$ cat src/rtl/bdisp_pkg.sv
package bdisp_pkg;
  localparam int BURST_W   = 4;
  localparam int UNIT_LOG2 = 4;
  localparam int STAT_W    = 2;
  localparam int DATA_W    = 32;
  localparam int LIMIT_W   = BURST_W + 1 + UNIT_LOG2;

  typedef enum logic [1:0] {
    RT_AGG     = 2'b00,
    RT_NARROW  = 2'b01,
    RT_CAPTURE = 2'b10,
    RT_DROP    = 2'b11
  } route_t;

  typedef enum logic [1:0] {
    ST_STARVE = 2'b00,
    ST_HUNGRY = 2'b01,
    ST_SAT    = 2'b10,
    ST_RSVD   = 2'b11
  } fstat_t;

  // packed so that bits 9:8 route, 7:4 starving, 3:0 hungry
  typedef struct packed {
    route_t             route;
    logic [BURST_W-1:0] starve;
    logic [BURST_W-1:0] hungry;
  } desc_t;

  localparam int DESC_W = $bits(desc_t);

  localparam desc_t DESC_RESET = '{route: RT_DROP,
                                   starve: {BURST_W{1'b1}},
                                   hungry: {BURST_W{1'b1}}};
endpackage

$ cat src/rtl/bdisp_table.sv
module bdisp_table
  import bdisp_pkg::*;
#(
  parameter int CHANNELS = 64,
  parameter int CH_W     = $clog2(CHANNELS)
) (
  input  logic              clk,
  input  logic              rst_n,
  input  logic              wr_en,
  input  logic [CH_W-1:0]   wr_addr,
  input  logic [DATA_W-1:0] wr_data,
  input  logic [CH_W-1:0]   rd_addr,
  output desc_t             rd_entry,
  input  logic [CH_W-1:0]   lk_addr,
  output desc_t             lk_entry,
  output logic              err
);
  desc_t entries [CHANNELS];
  desc_t wr_desc;
  logic  wr_ok;

  always_comb begin
    wr_desc = desc_t'(wr_data[DESC_W-1:0]);
    wr_ok   = wr_en && (wr_desc.starve >= wr_desc.hungry);
  end

  for (genvar i = 0; i < CHANNELS; i++) begin : g_entry
    always_ff @(posedge clk) begin
      if (!rst_n)
        entries[i] <= DESC_RESET;
      else if (wr_ok && (wr_addr == CH_W'(i)))
        entries[i] <= wr_desc;
    end
  end

  always_ff @(posedge clk) begin
    if (!rst_n)
      err <= 1'b0;
    else if (wr_en && !wr_ok)
      err <= 1'b1;
  end

  assign rd_entry = entries[rd_addr];
  assign lk_entry = entries[lk_addr];
endmodule

$ cat src/rtl/bdisp_limit.sv
module bdisp_limit
  import bdisp_pkg::*;
(
  input  desc_t              entry,
  input  logic [STAT_W-1:0]  status,
  output route_t             route,
  output logic [LIMIT_W-1:0] limit,
  output logic               drop
);
  logic [BURST_W-1:0] field;
  logic [BURST_W:0]   units;

  always_comb begin
    route = entry.route;
    drop  = 1'b0;
    field = '0;
    unique case (fstat_t'(status))
      ST_STARVE: field = entry.starve;
      ST_HUNGRY: field = entry.hungry;
      default:   drop  = 1'b1;
    endcase
    units = {1'b0, field} + 1'b1;
    if (drop || entry.route != RT_AGG)
      limit = '0;
    else
      limit = {units, {UNIT_LOG2{1'b0}}};
  end
endmodule

$ cat src/rtl/bdisp_out_stage.sv
module bdisp_out_stage
  import bdisp_pkg::*;
#(
  parameter int CH_W = 6
) (
  input  logic               clk,
  input  logic               rst_n,
  input  logic               in_valid,
  output logic               in_ready,
  input  logic               in_drop,
  input  logic [CH_W-1:0]    in_chan,
  input  route_t             in_route,
  input  logic [LIMIT_W-1:0] in_limit,
  output logic               out_valid,
  input  logic               out_ready,
  output logic [CH_W-1:0]    out_chan,
  output route_t             out_route,
  output logic [LIMIT_W-1:0] out_limit
);
  assign in_ready = !out_valid || out_ready;

  always_ff @(posedge clk) begin
    if (!rst_n) begin
      out_valid <= 1'b0;
      out_chan  <= '0;
      out_route <= RT_DROP;
      out_limit <= '0;
    end else if (in_ready) begin
      out_valid <= in_valid && !in_drop;
      if (in_valid && !in_drop) begin
        out_chan  <= in_chan;
        out_route <= in_route;
        out_limit <= in_limit;
      end
    end
  end
endmodule

$ cat src/rtl/burst_dispatch.sv
module burst_dispatch
  import bdisp_pkg::*;
#(
  parameter int CHANNELS = 64,
  parameter int CH_W     = $clog2(CHANNELS)
) (
  input  logic                       clk,
  input  logic                       rst_n,
  input  logic                       cfg_we,
  input  logic [CH_W-1:0]            cfg_addr,
  input  logic [DATA_W-1:0]          cfg_wdata,
  output logic [DATA_W-1:0]          cfg_rdata,
  output logic                       cfg_err,
  input  logic [CHANNELS*STAT_W-1:0] fifo_status,
  input  logic                       gnt_valid,
  output logic                       gnt_ready,
  input  logic [CH_W-1:0]            gnt_chan,
  output logic                       dsp_valid,
  input  logic                       dsp_ready,
  output logic [CH_W-1:0]            dsp_chan,
  output logic [1:0]                 dsp_route,
  output logic [LIMIT_W-1:0]         dsp_limit
);
  desc_t              rd_entry, lk_entry;
  logic [STAT_W-1:0]  gnt_stat;
  route_t             sel_route, out_route;
  logic [LIMIT_W-1:0] sel_limit;
  logic               sel_drop;

  bdisp_table #(.CHANNELS(CHANNELS), .CH_W(CH_W)) u_table (
    .clk(clk), .rst_n(rst_n),
    .wr_en(cfg_we), .wr_addr(cfg_addr), .wr_data(cfg_wdata),
    .rd_addr(cfg_addr), .rd_entry(rd_entry),
    .lk_addr(gnt_chan), .lk_entry(lk_entry),
    .err(cfg_err)
  );

  assign cfg_rdata = {{(DATA_W-DESC_W){1'b0}}, rd_entry};
  assign gnt_stat  = fifo_status[gnt_chan*STAT_W +: STAT_W];

  bdisp_limit u_limit (
    .entry(lk_entry), .status(gnt_stat),
    .route(sel_route), .limit(sel_limit), .drop(sel_drop)
  );

  bdisp_out_stage #(.CH_W(CH_W)) u_out (
    .clk(clk), .rst_n(rst_n),
    .in_valid(gnt_valid), .in_ready(gnt_ready), .in_drop(sel_drop),
    .in_chan(gnt_chan), .in_route(sel_route), .in_limit(sel_limit),
    .out_valid(dsp_valid), .out_ready(dsp_ready),
    .out_chan(dsp_chan), .out_route(out_route), .out_limit(dsp_limit)
  );

  assign dsp_route = out_route;
endmodule

$ cat config.mk
export PLATFORM = sky130hd
export DESIGN_NAME = burst_dispatch
export DESIGN_NICKNAME = d
export VERILOG_FILES = /design/src/rtl/bdisp_pkg.sv /design/src/rtl/bdisp_table.sv /design/src/rtl/bdisp_limit.sv /design/src/rtl/bdisp_out_stage.sv /design/src/rtl/burst_dispatch.sv
export SDC_FILE = /design/constraint.sdc
export NUM_CORES = 1
export LEC_CHECK = 0
export BUFFER_PORTS_ARGS = -buffer_cell sky130_fd_sc_hd__buf_2
export CORE_MARGIN = 2
export CORE_UTILIZATION = 50
export CTS_CLUSTER_DIAMETER = 40
export CTS_CLUSTER_SIZE = 24
export DETAILED_ROUTE_END_ITERATION = 10
export GPL_TIMING_DRIVEN = 1
export PLACE_DENSITY = 0.68
export SLEW_MARGIN = 10
export SYNTH_ARGS = -nofsm -noshare
export SYNTH_HDL_FRONTEND = slang
export SYNTH_SLANG_ARGS = --single-unit
$ cat constraint.sdc
create_clock -name clk -period 10.9 [get_ports clk]
set_clock_uncertainty 0.1 [all_clocks]
set_input_delay 3.27 -clock clk [delete_from_list [all_inputs] [get_ports clk]]
set_output_delay 3.27 -clock clk [all_outputs]
set_load 0.01 [all_outputs]
* After elaboration in Yosys (flattened, before gate mapping) *
Memories as Yosys holds them, arrays and structs flattened.
Cells that the tools add are included.

operators by class
  reduce and logical (&&, ||, !) cells = 76
  shift-type cells = 1
  mux-type cells = 260
  $lt $le $gt $ge = 1
  equal/unequal tests = 64
  bitwise gates (word level) = 64
  $add $sub $neg = 1

operators by type and width
  cell                   count
  $mux W10               64
  $mux W1                194
  $eq A6 B6 Y1 const B   32
  $shiftx A128 B8 Y2     1
  $eq A6 B5 Y1 const B   16
  $logic_and A1 B1 Y1    67
  $or A1 B1 Y1           64
  $eq A6 B4 Y1 const B   8
  $eq A6 B3 Y1 const B   4
  $eq A6 B2 Y1 const B   2
  $mux W9                1
  $pmux W4 S2            1
  $eq A6 B1 Y1 const B   1
  $logic_not A6 Y1       1
  $add A4 B1 Y5 const B  1
  $ge A4 B4 Y1           1
  $eq A2 B1 Y1 const B   1
  $logic_not A1 Y1       2
  $logic_not A2 Y1       1
  $logic_or A1 B1 Y1     2
  $reduce_and A2 Y1      1
  $reduce_bool A2 Y1     1
  $reduce_or A2 Y1       1

word-level totals
  memories kept = 1
  logic and storage cells = 473
  output and inout bits = 52
  input bits = 177
  RAM bits = 640
  bits in registers = 19

memories
  name             depth  width  read ports  clocked after Yosys merged registers in  write ports  RTL line           source
  u_table.entries  64     10     2           0                                        64           bdisp_table.sv:18  desc_t entries [CHANNELS];

* Longest topological paths before layout *
Gate-level depths: netlist of the first run.

  depth after elaboration = 7
  mapped depth = 15
  mapped depth without buffers = 10

* By module *
Synthesis of the first run repeated with hierarchy kept, for this count alone.

second synthesis, totals
  cell total of the unflattened synthesis = 2836
  area, all modules = 38147.8 um^2

modules (own cells, without submodules)
  module           area each (um^2)  cells an instance  times used  sequential area each (um^2)
  bdisp_table      35889.4           2607               1           19238.5
  burst_dispatch   1288.7            121                1           0.0
  bdisp_out_stage  760.7             79                 1           360.3
  bdisp_limit      209.0             29                 1           0.0

* Worst setup path before layout of the first run *
Ideal clock, no wire load.

  path kind = in2out
  start = input port cfg_addr[0]
  end = output port cfg_rdata[0]
  setup slack = 1.669 ns
  data arrival time = 5.861 ns
  required time = 7.530 ns
  stages on the path = 6
  buffers on the path = 3
  cells stage by stage = clkbuf_1 > clkbuf_1 > buf_1 > mux4_2 > mux4_2 > mux4_2

between the ends
  cells in the longest elaborated chain, start to end = 1

RTL lines
  what                RTL line              source
  start: declaration  burst_dispatch.sv:10  input logic [CH_W-1:0] cfg_addr,
  $mem_v2 Z64 W10     n/a
  end: declaration    burst_dispatch.sv:12  output logic [DATA_W-1:0] cfg_rdata,

Every way passes these cells.

* Final worst setup path of the first run *
  start = input port cfg_addr[0]
  end = output port cfg_rdata[3]

The elaborated chain is that of the path after synthesis.

==> impl_metrics.csv, run 1 <==
group,metric,value,unit
status,status,"complete, no violations",
sta,min_period,9.70,ns
logic_synthesis,synth_edf_count,640,
worst_setup_path,critPathArrivalTime,6.33,ns
detailed_routing,drt_pass1_iterations,6,
clock_network,clk_latency,0.65,ns
logic_synthesis,ys_top_cells_by_count,"edfxtp_1, or2_2, mux4_2",
min_path,hp-class,"flop to flop",
detailed_routing,via_per_inst,6.82,
worst_setup_path,startpoint,"cfg_addr[0]",
place,gp_congestion,0.972,
die,fp.dieArea,75100,um2
detailed_routing,vias,24881,
clock_network,cts_tree,"done",
min_path,min_from,"u_out.out_chan[3]$_SDFFE_PN0P_",
global_route,overflow,0,
detailed_routing,wl,117,mm
global_route,grt_max_degree,98,
detailed_routing,final_antenna_net_count,0,
detailed_routing,drc,0,
clock_network,cts_buffers,90,
logic_synthesis,synth_seq_area_share,53.5,%
die,fp.dieH,274,um
worst_setup_path,end_kind,"primary output",
clock_network,root_buffer,"clkbuf_16",
place,place_ws,1.17,ns
sta,finalCritPeriodShare,89.0,%
final_layout,nets,2795,
place,dpl.hpwl,78.5,mm
place,port_buffers,180,
detailed_routing,routedWlPerCell,31.9,um
sta,tightest_slew,1.23,ns
run,drv_cap,0,
logic_synthesis,synth_area_leaders,"edfxtp_1, mux4_2, or2_2, nand3_1, clkbuf_1",
detailed_routing,drt_iter0_drc,3725,
final_layout,drive_gt1_share,47.0,%
logic_synthesis,yosysMostFrequentCell,"edfxtp_1",
place,place_inst,3480,
logic_synthesis,syn-instance-count,2486,
power_and_ir_drop,powerDensity,166,nW/um2
logic_synthesis,synth_top_cell_area_share,52.7,%
logic_synthesis,synth_ff_type,"edfxtp_1",
global_route,grt_pass1_vias,24080,
global_route,antenna_found_initial,4,
logic_synthesis,yosysTopAreaCell,"edfxtp_1",
final_layout,areaGrowthSynthToFinish,13.9,%
die,die_w,274,um
logic_synthesis,ys_ff_latch,655,
worst_setup_path,cp_top_family,"multiplexers",
clock_network,cts_hold_buf,0,
sta,setup_slack,1.20,ns
sta,setup_viol,0,
sta,rsz0062_at_grt,"no",
worst_setup_path,worst-endpoint-required,7.53,ns
worst_setup_path,slowest_stage,"buf_8",
worst_setup_path,start_kind,"input port",
final_layout,fin_util,57.3,%
die,coreArea,72600,um2
logic_synthesis,yosysWarnings,0,
worst_setup_path,reg2reg_from,"u_table.entries[43][5]$_SDFFCE_PN1P_",
power_and_ir_drop,p_total,6.90,mW
logic_synthesis,synth_area,36500,um2
worst_setup_path,path_buf_inv,3,
clock_network,clkSinkCount,655,
die,initial_core_util,50.3,%
logic_synthesis,syn_area_per_cell,14.7,um2
die,num_io_pins,229,
power_and_ir_drop,ir_drop,0.110,mV
global_route,grt_use_total,31.0,%
final_layout,final_cell_count_no_fill,3650,
sta,maxClockFrequency,0.103,GHz
clock_network,h-tree-depth,3,
logic_synthesis,async_flop_share,0,%
sta,slew_headroom,17.8,%
worst_setup_path,crit_path_max_fanout,77,
sta,final-max-slew-violation-count,0,
clock_network,cts_resized,0,
sta,hold_viol_final,0,
die,core.rowCount,99,
global_route,grt_pass1_wl,166,mm
logic_synthesis,synth.distinct_cells,60,
worst_setup_path,worstPathCellList,"buf_8 -> buf_4 -> mux4_2 -> mux4_2 -> mux4_2 -> buf_2",
worst_setup_path,crit_top_cell,"mux4_2",
clock_network,cts_max_path_buffers,3,
worst_setup_path,cpPeakStageDelay,0.70,ns
worst_setup_path,crit_type,"input port to primary output",
sta,finalSetupTns,0,ns
clock_network,clkTransAtPathRegs,0.05,ns
clock_network,postCtsSetupRepairBufs,0,
power_and_ir_drop,p_leak,13.5,nW
## through the flow
stage          instance area (um2)  hold WS, ns
6_report                     41600        0.359
2_1_floorplan                36600        0.376
5_1_grt                      41600        0.393
3_5_place_dp                 38400        0.350
3_3_place_gp                 38400        0.346
4_1_cts                      41600        0.358
## layout make-up
type | instances | area (um2)
diodes | 2 | 5.00
inverters | 10 | 37.5
clock buffers | 102 | 2440
well taps | 959 | 1200
repair buffers | 303 | 1920
clock inverters | 66 | 731
fillers | 5559 | 31000
flip-flops and latches | 655 | 19500
multi-input cells | 1553 | 15700
## report_power, final
group	leakage [nW]	switching, mW	total (mW)	internal, mW
clock network	1.54	1.20	3.06	1.86
logic	5.38	0.500	0.862	0.362
registers	6.57	0.0777	2.97	2.89
total	13.5	1.78	6.90	5.12
## state kept, by name, indices dropped and copies added (netlist names)
| register | count |
|---|---|
| u_table.entries | 640 |
| u_table.err | 1 |
| u_out.out_limit | 5 |
| u_out.out_chan | 6 |
| u_out.out_route | 2 |
| u_out.out_valid | 1 |
## cell usage in the layout, fill, tap and decap left out, types with 11 or more instances in the layout
cell type / netlist / routed
a21oi_1: 23 / 23
a22oi_1: 47 / 47
buf_2: 10 / 175
buf_4: 38 / 119
clkbuf_16: 0 / 95
clkinv_4: 0 / 12
conb_1: 1 / 26
dfxtp_1: 15 / 15
edfxtp_1: 640 / 640
inv_6: 0 / 14
mux2i_1: 31 / 31
mux4_2: 384 / 384
nand2_1: 112 / 112
nand2b_1: 11 / 11
nand3_1: 279 / 279
nor2_1: 35 / 30
o21ai_0: 74 / 74
o22ai_1: 14 / 14
or2_2: 386 / 386
## routing by layer
| layer | up-vias | wire length [um] | GRT usage (%) |
|---|---|---|---|
| li1 | 10080 | - | - |
| met1 | 12673 | 41700 | 43.3 |
| met2 | 1899 | 53000 | 47.0 |
| met3 | 225 | 16300 | 7.32 |
| met4 | 4 | 5320 | 13.4 |
| met5 | - | 83 | 0.642 |
## logic make-up (layout without fill, tap and decap cells)
logic type               Yosys count  after routing  synth area share, %
other                              1             28               0.0103
flip-flops                       655            655                 53.5
buffers and inverters            303            481                 3.92
AND/OR/NAND/NOR                  874            874                 13.1
multiplexers                     433            433                 25.5
adder cells (fa/ha/maj)            5              5                0.171
AO/OA/AOI/OAI                    214            214                 3.78
XOR/XNOR                           1              1               0.0240
## path summary, 6_finish.rpt
| path | slack (ns) | cells past startpoint | endpoint |
|---|---|---|---|
| worst max-delay path | 1.20 | 6 | cfg_rdata[3] |
| worst min register to register | 0.36 | 2 | u_out.out_chan[3]$_SDFFE_PN0P_ |
| worst max register to register | 7.32 | 9 | u_out.out_limit[6]$_SDFFE_PN0P_ |
| worst min-delay path | 0.36 | 2 | u_out.out_chan[3]$_SDFFE_PN0P_ |
## tightest hold or removal path, stage by stage (launching register included)
cell     delay [ns]
dfxtp_1        0.31
nand2_1        0.05
a21oi_1        0.05
Power figures use the tool's default switching activity.
==> run 2: changes to the inputs <==
--- a/config.mk
+++ b/config.mk
@@ -7,12 +7,11 @@
 export LEC_CHECK = 0
 export BUFFER_PORTS_ARGS = -buffer_cell sky130_fd_sc_hd__buf_2
 export CORE_MARGIN = 2
-export CORE_UTILIZATION = 50
+export CORE_UTILIZATION = 40
 export CTS_CLUSTER_DIAMETER = 40
 export CTS_CLUSTER_SIZE = 24
 export DETAILED_ROUTE_END_ITERATION = 10
 export GPL_TIMING_DRIVEN = 1
-export PLACE_DENSITY = 0.68
 export SLEW_MARGIN = 10
 export SYNTH_ARGS = -nofsm -noshare
 export SYNTH_HDL_FRONTEND = slang
==> constraint.sdc (replaced) <==
create_clock -name clk -period 10.9 [get_ports clk]
set_clock_uncertainty 0.1 [all_clocks]
set_input_delay 0.545 -clock clk [delete_from_list [all_inputs] [get_ports clk]]
set_output_delay 0.545 -clock clk [all_outputs]
set_load 0.01 [all_outputs]
==> run 2 against run 1 <==
Against the previous run:
- global-route usage decreased by 5.2 points
- critical path type unchanged
- via count decreased by 1.9%
- final cell count up 6.4%
- fmax rose by 82%
- cell area up 1.4%
- routed wire length up 4.3%
- combinational power rose by 2%
- count of clock-buffer cells in the layout increased by 12
- worst hold slack worse by 0.25 ns
- critical path depth increased by 1
==> impl_metrics.csv, run 2 (synthesis gave the netlist of run 1 again) <==
group,metric,value,unit
final_layout,seq_area,19500,um2
place,place_ws,5.48,ns
final_layout,nets,2804,
die,die_w,306,um
power_and_ir_drop,ir_drop,0.135,mV
place,dpl.hpwl,84.8,mm
final_layout,largest_reg_flops,640,
global_route,overflow,0,
worst_setup_path,crit_path_max_fanout,63,
place,port_buffers,180,
sta,maxClockFrequency,0.187,GHz
min_path,min_from,"gnt_valid",
power_and_ir_drop,p_leak,13.6,nW
power_and_ir_drop,p_seq_share,41.3,%
clock_network,clkSinkCount,655,
detailed_routing,drt_iter0_drc,3132,
min_path,holdPathStages,3,
global_route,grt_pass1_vias,24415,
sta,finalCritPeriodShare,49.0,%
detailed_routing,drt_pass1_iterations,5,
worst_setup_path,end_kind,"primary output",
global_route,grt_use_total,25.8,%
global_route,antenna_found_initial,4,
place,gp_congestion,0.991,
clock_network,h-tree-depth,3,
power_and_ir_drop,internal_power,5.34,mW
sta,min_period,5.34,ns
sta,rsz0062_at_grt,"no",
worst_setup_path,reg2reg_to,"u_out.out_limit[6]$_SDFFE_PN0P_",
clock_network,cts_tree,"done",
worst_setup_path,rr_worst_depth,9,
global_route,grt_pass1_wl,173,mm
power_and_ir_drop,p_clk_share,46.5,%
die,fp.dieArea,93600,um2
clock_network,cts_buffers,100,
detailed_routing,drc,0,
detailed_routing,routedWlPerCell,31.3,um
die,fp.dieH,306,um
sta,final-max-slew-violation-count,0,
power_and_ir_drop,powerDensity,170,nW/um2
final_layout,top_register,"u_table.entries",
worst_setup_path,worst-endpoint-required,10.26,ns
detailed_routing,via_per_inst,6.28,
die,num_io_pins,229,
sta,hold_viol_final,0,
worst_setup_path,critPathArrivalTime,4.70,ns
min_path,hp-class,"input port to flop",
clock_network,clk_latency,0.68,ns
worst_setup_path,crit_type,"input port to primary output",
detailed_routing,vias,24410,
die,core.rowCount,110,
sta,setup_viol,0,
sta,setup_slack,5.56,ns
final_layout,drive_gt1_share,47.3,%
clock_network,root_buffer,"clkbuf_16",
worst_setup_path,reg2reg_from,"u_table.entries[43][5]$_SDFFCE_PN1P_",
power_and_ir_drop,pwr-share-comb,12.3,%
clock_network,postCtsSetupRepairBufs,0,
detailed_routing,wl,122,mm
clock_network,clkTransAtPathRegs,0.05,ns
detailed_routing,final_antenna_net_count,0,
sta,slew_headroom,13.0,%
clock_network,cts_max_path_buffers,3,
final_layout,final_common_cell,"edfxtp_1",
min_path,hold_end,"u_out.out_valid$_SDFFE_PN0N_",
worst_setup_path,start_kind,"input port",
final_layout,areaGrowthSynthToFinish,15.5,%
sta,finalSetupTns,0,ns
clock_network,cts_resized,0,
global_route,grt_max_degree,92,
final_layout,largestRegisters,"u_table.entries x640, u_out.out_chan x6, u_out.out_limit x5",
final_layout,multi_input_area,15700,um2
sta,tightest_slew,1.30,ns
die,coreArea,90100,um2
final_layout,layout_common_cells,"edfxtp_1, or2_2, mux4_2",
status,status,"complete, no violations",
power_and_ir_drop,switching_share,25.7,%
clock_network,cts_hold_buf,0,
worst_setup_path,r2r_setup_slack,7.56,ns
power_and_ir_drop,power.switching,1.84,mW
die,initial_core_util,40.5,%
run,drv_cap,0,
final_layout,fillers,7824,
==> run 2: changes by cell type in the layout (fill, tap and decap cells not counted), moves of 7 or more <==
cell      change
clkinv_2      +7
nor2_1        -8
inv_6         -9
clkbuf_1      +8
==> run 2: layout make-up <==
cell class	instances	share of cell area, %
well taps	1176	3.49
clock inverters	72	2.18
inverters	10	0.0891
clock buffers	114	6.13
repair buffers	302	4.42
multi-input cells	1553	37.3
flip-flops and latches	655	46.3
diodes	3	0.0178
==> run 2: metal layers <==
| layer | share of wire, % | vias to the layer above | track usage (%) |
|---|---|---|---|
| li1 | - | 10084 | - |
| met1 | 37 | 12592 | 34.2 |
| met2 | 47 | 1504 | 41.3 |
| met3 | 10 | 228 | 5.17 |
| met4 | 4.8 | 2 | 11.4 |
| met5 | 0.0082 | - | 0 |
==> run 2: through the flow <==
stage	hold slack, ns	power, mW	util [%]	instance area (um2)	std cells
after CTS	0.0784	7.19	46.7	42100	3882
final	0.105	7.18	46.7	42100	3885
after global placement	0.347	3.85	42.8	38600	3695
after global routing	0.113	7.35	46.7	42100	3884
after floorplan	0.376	3.52	-	36600	2511
after detailed placement	0.355	3.88	42.8	38600	3696
==> run 2: how the worst max path moves through the flow <==
stage	from	to	slack, ns	cells past startpoint
2_1_floorplan	cfg_addr[0]	cfg_rdata[0]	7.12	6
3_3_place_gp	cfg_addr[0]	cfg_rdata[3]	5.54	7
3_5_place_dp	cfg_addr[0]	cfg_rdata[3]	5.48	7
4_1_cts	cfg_addr[0]	cfg_rdata[3]	5.48	7
5_1_grt	cfg_addr[0]	cfg_rdata[3]	5.34	7
6_report	cfg_addr[0]	cfg_rdata[3]	5.56	7
==> run 2: critical path: stages <==
cell and delay [ns]:
buf_8 0.58, buf_4 0.92, buf_4 0.63, mux4_2 0.63, mux4_2 0.56, mux4_2 0.56, buf_2 0.18
==> run 2: power groups by stage <==
| stage | registers, mW | clock network, mW | logic [mW] |
|---|---|---|---|
| detailed placement | 3.01 | 0 | 0.868 |
| finish | 2.96 | 3.34 | 0.880 |
| global route | 2.97 | 3.47 | 0.906 |
| global placement | 2.99 | 0 | 0.860 |
| CTS | 2.96 | 3.36 | 0.871 |
| floorplan | 2.98 | 0 | 0.534 |
